`src/rtl/mem_map_decoder.sv`:
```
module mem_map_decoder #(
  parameter int ROM_BANK_W = 5,
  parameter int RAM_BANK_W = 2,
  parameter logic [7:0] BOOT_REG = 8'h50
) (
  input  logic                  clk,
  input  logic                  rst_n,
  input  logic [15:0]           addr,
  input  logic                  wr_en,
  input  logic [7:0]            wdata,
  input  logic                  rom_bank_ld,
  input  logic [ROM_BANK_W-1:0] rom_bank_val,
  input  logic                  ram_bank_ld,
  input  logic [RAM_BANK_W-1:0] ram_bank_val,
  output logic [3:0]            region,
  output logic [13:0]           offset,
  output logic [ROM_BANK_W-1:0] bank,
  output logic                  read_only,
  output logic                  mem_we,
  output logic                  boot_active
);
  localparam logic [3:0] RG_BOOT = 4'd0, RG_ROM0 = 4'd1, RG_ROMX = 4'd2,
                         RG_VRAM = 4'd3, RG_XRAM = 4'd4, RG_WRAM = 4'd5,
                         RG_OAM  = 4'd6, RG_IO   = 4'd7, RG_HRAM = 4'd8;
  localparam logic [15:0] BOOT_ADDR = {8'hFF, BOOT_REG};

  logic [ROM_BANK_W-1:0] rom_q, rom_eff;
  logic [RAM_BANK_W-1:0] ram_q;

  always_ff @(posedge clk) begin
    if (!rst_n) begin
      boot_active <= 1'b1;
      rom_q       <= ROM_BANK_W'(1);
      ram_q       <= '0;
    end else begin
      if (wr_en && addr == BOOT_ADDR && wdata != 8'h00) boot_active <= 1'b0;
      if (rom_bank_ld) rom_q <= rom_bank_val;
      if (ram_bank_ld) ram_q <= ram_bank_val;
    end
  end

  assign rom_eff = (rom_q == '0) ? ROM_BANK_W'(1) : rom_q;

  always_comb begin
    region = RG_HRAM;
    offset = {7'd0, addr[6:0]};
    if (boot_active && addr[15:8] == 8'h00) begin
      region = RG_BOOT;
      offset = {6'd0, addr[7:0]};
    end else if (!addr[15]) begin
      region = addr[14] ? RG_ROMX : RG_ROM0;
      offset = addr[13:0];
    end else begin
      case (addr[14:13])
        2'b00: begin region = RG_VRAM; offset = {1'b0, addr[12:0]}; end
        2'b01: begin region = RG_XRAM; offset = {1'b0, addr[12:0]}; end
        2'b10: begin region = RG_WRAM; offset = {1'b0, addr[12:0]}; end
        default: begin
          if (addr[12:9] != 4'hF) begin
            region = RG_WRAM; offset = {1'b0, addr[12:0]};
          end else if (!addr[8]) begin
            region = RG_OAM;  offset = {6'd0, addr[7:0]};
          end else if (!addr[7]) begin
            region = RG_IO;   offset = {7'd0, addr[6:0]};
          end else begin
            region = RG_HRAM; offset = {7'd0, addr[6:0]};
          end
        end
      endcase
    end
  end

  always_comb begin
    case (region)
      RG_ROMX: bank = rom_eff;
      RG_XRAM: bank = ROM_BANK_W'(ram_q);
      default: bank = '0;
    endcase
  end

  assign read_only = (region == RG_BOOT) || (region == RG_ROM0) || (region == RG_ROMX);
  assign mem_we    = wr_en && !read_only;
endmodule


```
`config.mk`:
```
export PLATFORM = sky130hd
export DESIGN_NAME = mem_map_decoder
export DESIGN_NICKNAME = d
export VERILOG_FILES = /design/src/rtl/mem_map_decoder.sv
export SDC_FILE = /design/constraint.sdc
export NUM_CORES = 1
export LEC_CHECK = 0
export ABC_AREA = 1
export BUFFER_PORTS_ARGS = -buffer_cell sky130_fd_sc_hd__buf_4
export CORE_ASPECT_RATIO = 1.1
export CORE_MARGIN = 1
export CORE_UTILIZATION = 41
export DETAILED_ROUTE_END_ITERATION = 10
export PLACE_DENSITY = 0.83
export SYNTH_ARGS = -nofsm -noshare
export SYNTH_HDL_FRONTEND = slang
export SYNTH_SLANG_ARGS = --single-unit
```
`constraint.sdc`:
```
create_clock -name clk -period 2.9 [get_ports clk]
set_input_delay 0.58 -clock clk [delete_from_list [all_inputs] [get_ports clk]]
set_output_delay 0.58 -clock clk [all_outputs]
set_load 0.01 [all_outputs]
```
==> impl_metrics.json, run 1 <==
{
  "ios": 62,
  "drv_cap": 0,
  "layout.nets": 224,
  "drv_slew": 0,
  "grt_pass1_vias": 803,
  "holdCritPathClass": "flop to flop",
  "reg2reg_to": "rom_q[1]$_SDFFE_PN0P_",
  "critPathLaunch": "addr[13]",
  "grt_max_degree": 9,
  "synthCells": 126,
  "synth_area_um2": 773.2,
  "syn-mean-instance-area_um2": 6.137,
  "firstDrtPassIters": 7,
  "hold_ws_ns": 0.4698,
  "post-cts-setup-buffers": 0,
  "cts-root-buf": "clkbuf_4",
  "worst_r2r_path_depth": 2,
  "period_minus_slack_ns": 2.311,
  "synth_mux_area_frac": 0,
  "ys.warnings.count": 0,
  "path_max_fanout": 5,
  "critPathKind": "input pin to output port",
  "track_usage": 0.1950,
  "wl_per_cell_um": 10.70,
  "setup_tns_ns": 0,
  "start_util": 0.4340,
  "hold_depth": 2,
  "cts_hold_buf": 0,
  "clock_sinks": 8,
  "place_congestion": 0.8825,
  "crit_end": "bank[0]",
  "route.detailed.drc": 10,
  "die_y_um": 47.55,
  "status": "finished with violations",
  "antenna_found_initial": 0,
  "clk_path_buf_depth": 2,
  "synth-seq-cells": 8,
  "die_w_um": 43.41,
  "synthXorXnorAreaFrac": 0,
  "end_kind": "output port",
  "core-area_um2": 1782,
  "num_vias": 984,
  "post-place-ws_ns": 0.6136,
  "synthToLayoutAreaGrowth_pct": 58.25,
  "start_kind": "input pin",
  "insertion_delay_ns": 0.25,
  "via_per_inst": 4.896,
  "hpwl_mm": 1.892,
  "cts_tree": "done",
  "timing.rr.start": "rom_q[1]$_SDFFE_PN0P_",
  "syn-num-nets": 165,
  "wl_mm": 2.151,
  "rsz0062_at_grt": "false",
  "crit_slowest_cell": "ha_1",
  "clk_pin_slew_ns": 0.05,
  "cts.repair.resized": 0,
  "layout-drive-gt1-share": 0.4645,
  "violations": "DRC",
  "synth_compound_area_frac": 0.1392,
  "fin_ws_ns": 0.5887,
  "grt_overflow_total": 0,
  "io_buffers": 61,
  "synthFlopType": "dfxtp_1",
  "hold_viol": 0,
  "cts_inserted_buffers": 3,
  "dieArea_um2": 2064,
  "synth_top_family_by_area": "simple AND/OR/NAND/NOR gates",
  "cp_cell_sequence": "buf_4, ha_1, nor2_1, a21oi_1, nand2_1, nand2_2, nor2_2, nand3_1, nand2_1, buf_4",
  "yosys.cell_types.count": 22,
  "synth-simple-area-share": 0.4110,
  "htreeDepth": 1,
  "antennaDiodeCount": 0,
  "grt_pass1_wl_mm": 3.091,
  "row_count": 16,
  "power.leakage_nw": 0.6676,
  "skew_ns": 0,
  "min_period_over_period": 0.7970,
  "detail-route-antenna-nets": 0,
  "finalPower_w": 0.0003511,
  "max_slew_margin": 0.8476,
  "synth_fa_ha_area_frac": 0.04854,
  "synth_edf_count": 0,
  "setup_viol": 0,
  "async_flop_share": 0,
  "fmax_mhz": 432.7,
  "tightest_slew_ns": 0.2269,
  "power.density_nw_per_um2": 286.9,
  "cpPeakStageDelay_ns": 0.24,
  "seq_area_frac_synth": 0.2071,
  "ir_drop_v": 0.0002635,
  "r2r_setup_slack_ns": 2.25,
  "drt_iter0_markers": 15,
  "crit_required_ns": 2.32,
  "worstPathArrival_ns": 1.73
}
-- synthesized netlist by cell type (3+ instances only) --
cell     instances  area (um2)
dfxtp_1          8       160.2
nor2_4           3       33.78
a21oi_2          3       26.28
nand2_1         15       56.30
inv_2            5       18.77
inv_1           21       78.83
buf_4            7       52.55
nand2_2          3       18.77
o21ai_2          3       26.28
a21oi_1          4       20.02
nor2_1          28       105.1
ha_1             3       37.54
o21ai_0          7       35.03
nand3_1          5       25.02
-- power breakdown --
part	total (W)	switching [W]	leakage (nW)	internal [W]
Sequential	0.000121	0.00000355	0.0664	0.000117
Combinational	0.000148	0.0000713	0.587	0.0000763
Clock	0.0000830	0.0000358	0.0138	0.0000472
-- worst max-delay path, delay by kind of cell --
kind            cells  cell delay, ns
fa+ha+maj           1            0.24
simple gates        6            0.57
buf+inv             2            0.23
compound gates      1            0.10
-- state kept, by name, summed over array words and instances (netlist names) --
| signal | cells |
|---|---|
| ram_q | 2 |
| rom_q | 5 |
| boot_active | 1 |
-- cell type report --
type,count,area [um2]
multi-input combinational,85,462.9
fill,174,558.0
tap,18,22.52
sequential,8,160.2
inverter,26,97.59
clock buffer,3,22.52
timing repair buffer,61,457.9
-- layout by cell type, fill, tap and decap left out --
master / instances
buf_4: 61
nor2_1: 28
inv_1: 21
nand2_1: 15
dfxtp_1: 8
o21ai_0: 7
inv_2: 5
nand3_1: 5
a21oi_1: 4
a21oi_2: 3
nand2_2: 3
nor2_4: 3
o21ai_2: 3
ha_1: 3
clkbuf_4: 3
nor3_1: 2
nor3_2: 2
nand4_1: 2
and2_1: 1
nor2_2: 1
nor4_1: 1
nand3_2: 1
nand3b_1: 1
-- cells by family (layout without fill, tap and decap cells) --
family	Yosys count	in the layout
AND/OR/NAND/NOR	65	65
buffers and inverters	33	90
AO/OA/AOI/OAI	17	17
flip-flops	8	8
adder cells (fa/ha/maj)	3	3
-- through the flow --
stage               utilization  cells  area [um2]
detailed placement       0.6742    198        1201
floorplan                     -    126       773.2
global route             0.6868    201        1224
global placement         0.6742    198        1201
CTS                      0.6868    201        1224
finish                   0.6868    201        1224
-- per-layer routing --
| metal | part of all wire | vias up | wire (um) | GRT usage |
|---|---|---|---|---|
| met5 | 0 | - | 0 | 0 |
| met1 | 0.38 | 446 | 824 | 0.2177 |
| li1 | - | 499 | - | - |
| met4 | 0 | 0 | 0 | 0.05625 |
| met3 | 0.067 | 0 | 144 | 0.03774 |
| met2 | 0.55 | 39 | 1181 | 0.3818 |
-- worst min-delay path by stage --
stage	startpoint	end	slack [ns]
floorplan	rom_q[0]$_SDFFE_PN1P_	rom_q[0]$_SDFFE_PN1P_	0.42
finish	rom_q[0]$_SDFFE_PN1P_	rom_q[0]$_SDFFE_PN1P_	0.47
global route	rom_q[2]$_SDFFE_PN0P_	rom_q[2]$_SDFFE_PN0P_	0.51
CTS	rom_q[4]$_SDFFE_PN0P_	rom_q[4]$_SDFFE_PN0P_	0.47
detailed placement	rom_q[0]$_SDFFE_PN1P_	rom_q[0]$_SDFFE_PN1P_	0.46
global placement	rom_q[0]$_SDFFE_PN1P_	rom_q[0]$_SDFFE_PN1P_	0.45
Power figures use the tool's default switching activity.
==> run 2: changes to the inputs <==
--- a/config.mk
+++ b/config.mk
@@ -9,9 +9,9 @@
 export BUFFER_PORTS_ARGS = -buffer_cell sky130_fd_sc_hd__buf_4
 export CORE_ASPECT_RATIO = 1.1
 export CORE_MARGIN = 1
-export CORE_UTILIZATION = 41
+export CORE_UTILIZATION = 35
 export DETAILED_ROUTE_END_ITERATION = 10
-export PLACE_DENSITY = 0.83
+export PLACE_DENSITY = 0.75
 export SYNTH_ARGS = -nofsm -noshare
 export SYNTH_HDL_FRONTEND = slang
 export SYNTH_SLANG_ARGS = --single-unit
==> constraint.sdc (replaced) <==
create_clock -name clk -period 1.95 [get_ports clk]
set_input_delay 0.39 -clock clk [delete_from_list [all_inputs] [get_ports clk]]
set_output_delay 0.39 -clock clk [all_outputs]
set_load 0.01 [all_outputs]
==> run 2 against run 1 <==
  * The flow now finishes without violations
  * Non-clock buffer count did not move
  * Sequential share of layout area fell by 0.64 points
  * Critical path type unchanged
  * Highest routed layer is now met4
  * Largest power group unchanged
  * Combinational power rose by 55%
  * Critical path depth did not move
  * First-iteration DRC count fell by 33%
  * Final cell count rose by 5.0%
  * Cell area rose by 5.1%
  * Sequential power rose by 49%
==> impl_metrics.json, run 2 (synthesized netlist as in run 1, its figures left out) <==
{
  "grt_pass1_wl_mm": 3.305,
  "rsz0062_at_grt": "false",
  "antenna_found_initial": 0,
  "die_y_um": 51.30,
  "design_area_um2": 1286,
  "clk_pin_slew_ns": 0.05,
  "top_register": "rom_q",
  "end_kind": "output port",
  "layout_common_cells": "buf_4, nor2_1, inv_1, nand2_1, dfxtp_1",
  "skew_ns": 0,
  "synthToLayoutAreaGrowth_pct": 66.34,
  "start_util": 0.3787,
  "setup_viol": 0,
  "busiest_layer": "met2",
  "drv_cap": 0,
  "start_kind": "input pin",
  "use_met3": 0.02120,
  "ios": 62,
  "placed_cells": 208,
  "grtUsageMet1": 0.2141,
  "grt_max_degree": 9,
  "holdCritPathClass": "input pin to flop",
  "tightest_slew_ns": 0.2827,
  "path_max_fanout": 4,
  "status": "finished clean",
  "crit_slowest_cell": "ha_1",
  "crit_path_frequent_cell": "buf_4",
  "grt_overflow_total": 0,
  "io_buffers": 61,
  "num_vias": 932,
  "min_period_over_period": 0.9578,
  "power.leakage_nw": 0.6698,
  "crit_required_ns": 1.56,
  "power.density_nw_per_um2": 415.0,
  "grt_util_met2": 0.3194,
  "core-area_um2": 2042,
  "ir_drop_v": 0.0002570,
  "cp_cell_sequence": "buf_4, inv_2, ha_1, inv_1, a21oi_1, nand2_1, nand2_2, nand3_2, a21oi_2, buf_4",
  "layout.nets": 224,
  "layout_commonest_cell": "buf_4",
  "dieArea_um2": 2401,
  "route.detailed.drc": 0,
  "drt_iter0_markers": 10,
  "hpwl_mm": 1.780,
  "wl_mm": 2.153,
  "drv_slew": 0,
  "nFillCells": 205,
  "setup_tns_ns": 0,
  "clk_path_buf_depth": 2,
  "cts_hold_buf": 0,
  "cts-root-buf": "clkbuf_4",
  "die_w_um": 46.82,
  "cts.repair.resized": 0,
  "max_slew_margin": 0.8098,
  "detail-route-antenna-nets": 0,
  "clock_sinks": 8,
  "wl_per_cell_um": 10.20,
  "row_count": 17,
  "place_congestion": 0.9244,
  "critPathKind": "input pin to output port",
  "cts_inserted_buffers": 3,
  "dpl_cell_area_um2": 1214,
  "period_minus_slack_ns": 1.868,
  "worstPathArrival_ns": 1.48,
  "grt_pass1_vias": 880,
  "antennaDiodeCount": 0,
  "largest_reg_flops": 5,
  "htreeDepth": 1,
  "cpPeakStageDelay_ns": 0.15,
  "reg.largest.list": "rom_q (5), ram_q (2), boot_active (1)",
  "track_usage": 0.1857,
  "post-cts-setup-buffers": 0,
  "layout-drive-gt1-share": 0.5027,
  "hold_viol": 0,
  "cts_tree": "done",
  "layout.cells.non_filler": 211,
  "fmax_mhz": 535.4,
  "via_per_inst": 4.417,
  "insertion_delay_ns": 0.25,
  "firstDrtPassIters": 4
}
[run 2: final cells by class]
type,instances,area [um2],share of cell area
Multi-Input combinational cell,85,505.5,0.3930
Sequential cell,8,160.2,0.1245
Clock buffer,3,22.52,0.01751
Tap cell,28,35.03,0.02724
Inverter,26,97.59,0.07588
Timing Repair Buffer,61,465.4,0.3619
[run 2: critical path, delay by kind of cell]
| family | cells | cell delay [ns] |
|---|---|---|
| buffers and inverters | 4 | 0.39 |
| adders and majority gates | 1 | 0.15 |
| AOI/OAI and AO/OA | 2 | 0.25 |
| and+or+nand+nor | 3 | 0.29 |
[run 2: worst paths after layout]
| check | startpoint | end | slack (ns) | cells after the start |
|---|---|---|---|---|
| worst max register to register | rom_q[1]$_SDFFE_PN0P_ | rom_q[1]$_SDFFE_PN0P_ | 1.31 | 2 |
| worst min-delay path | rom_bank_val[0] | rom_q[0]$_SDFFE_PN1P_ | 0.34 | 3 |
| worst max-delay path | addr[13] | mem_we | 0.08 | 10 |
| worst min register to register | rom_q[0]$_SDFFE_PN1P_ | rom_q[0]$_SDFFE_PN1P_ | 0.46 | 2 |
[run 2: layer usage]
metal  wire, um  vias to the layer above  share of wire
met3        153                        4          0.071
li1           -                      498              -
met5          0                        -              0
met2       1108                       36           0.51
met1        869                      394           0.40
met4         22                        0          0.010
[run 2: power by group]
part / leakage [nW] / switching, W / internal, W
registers: 0.0664 / 0.00000555 / 0.000174
logic: 0.590 / 0.000111 / 0.000119
clock network: 0.0138 / 0.0000543 / 0.0000703
total: 0.670 / 0.000170 / 0.000363
[run 2: through the flow]
step	power, W	hold WS [ns]	utilization	setup slack (ns)
after floorplan	0.0002884	0.4236	-	0.3032
after global placement	0.0003961	0.4470	0.5944	0.08949
after detailed placement	0.0004003	0.4450	0.5944	0.06045
after CTS	0.0005288	0.3348	0.6054	0.05715
after global routing	0.0005716	0.3566	0.6299	0.002704
final	0.0005337	0.3419	0.6299	0.08232
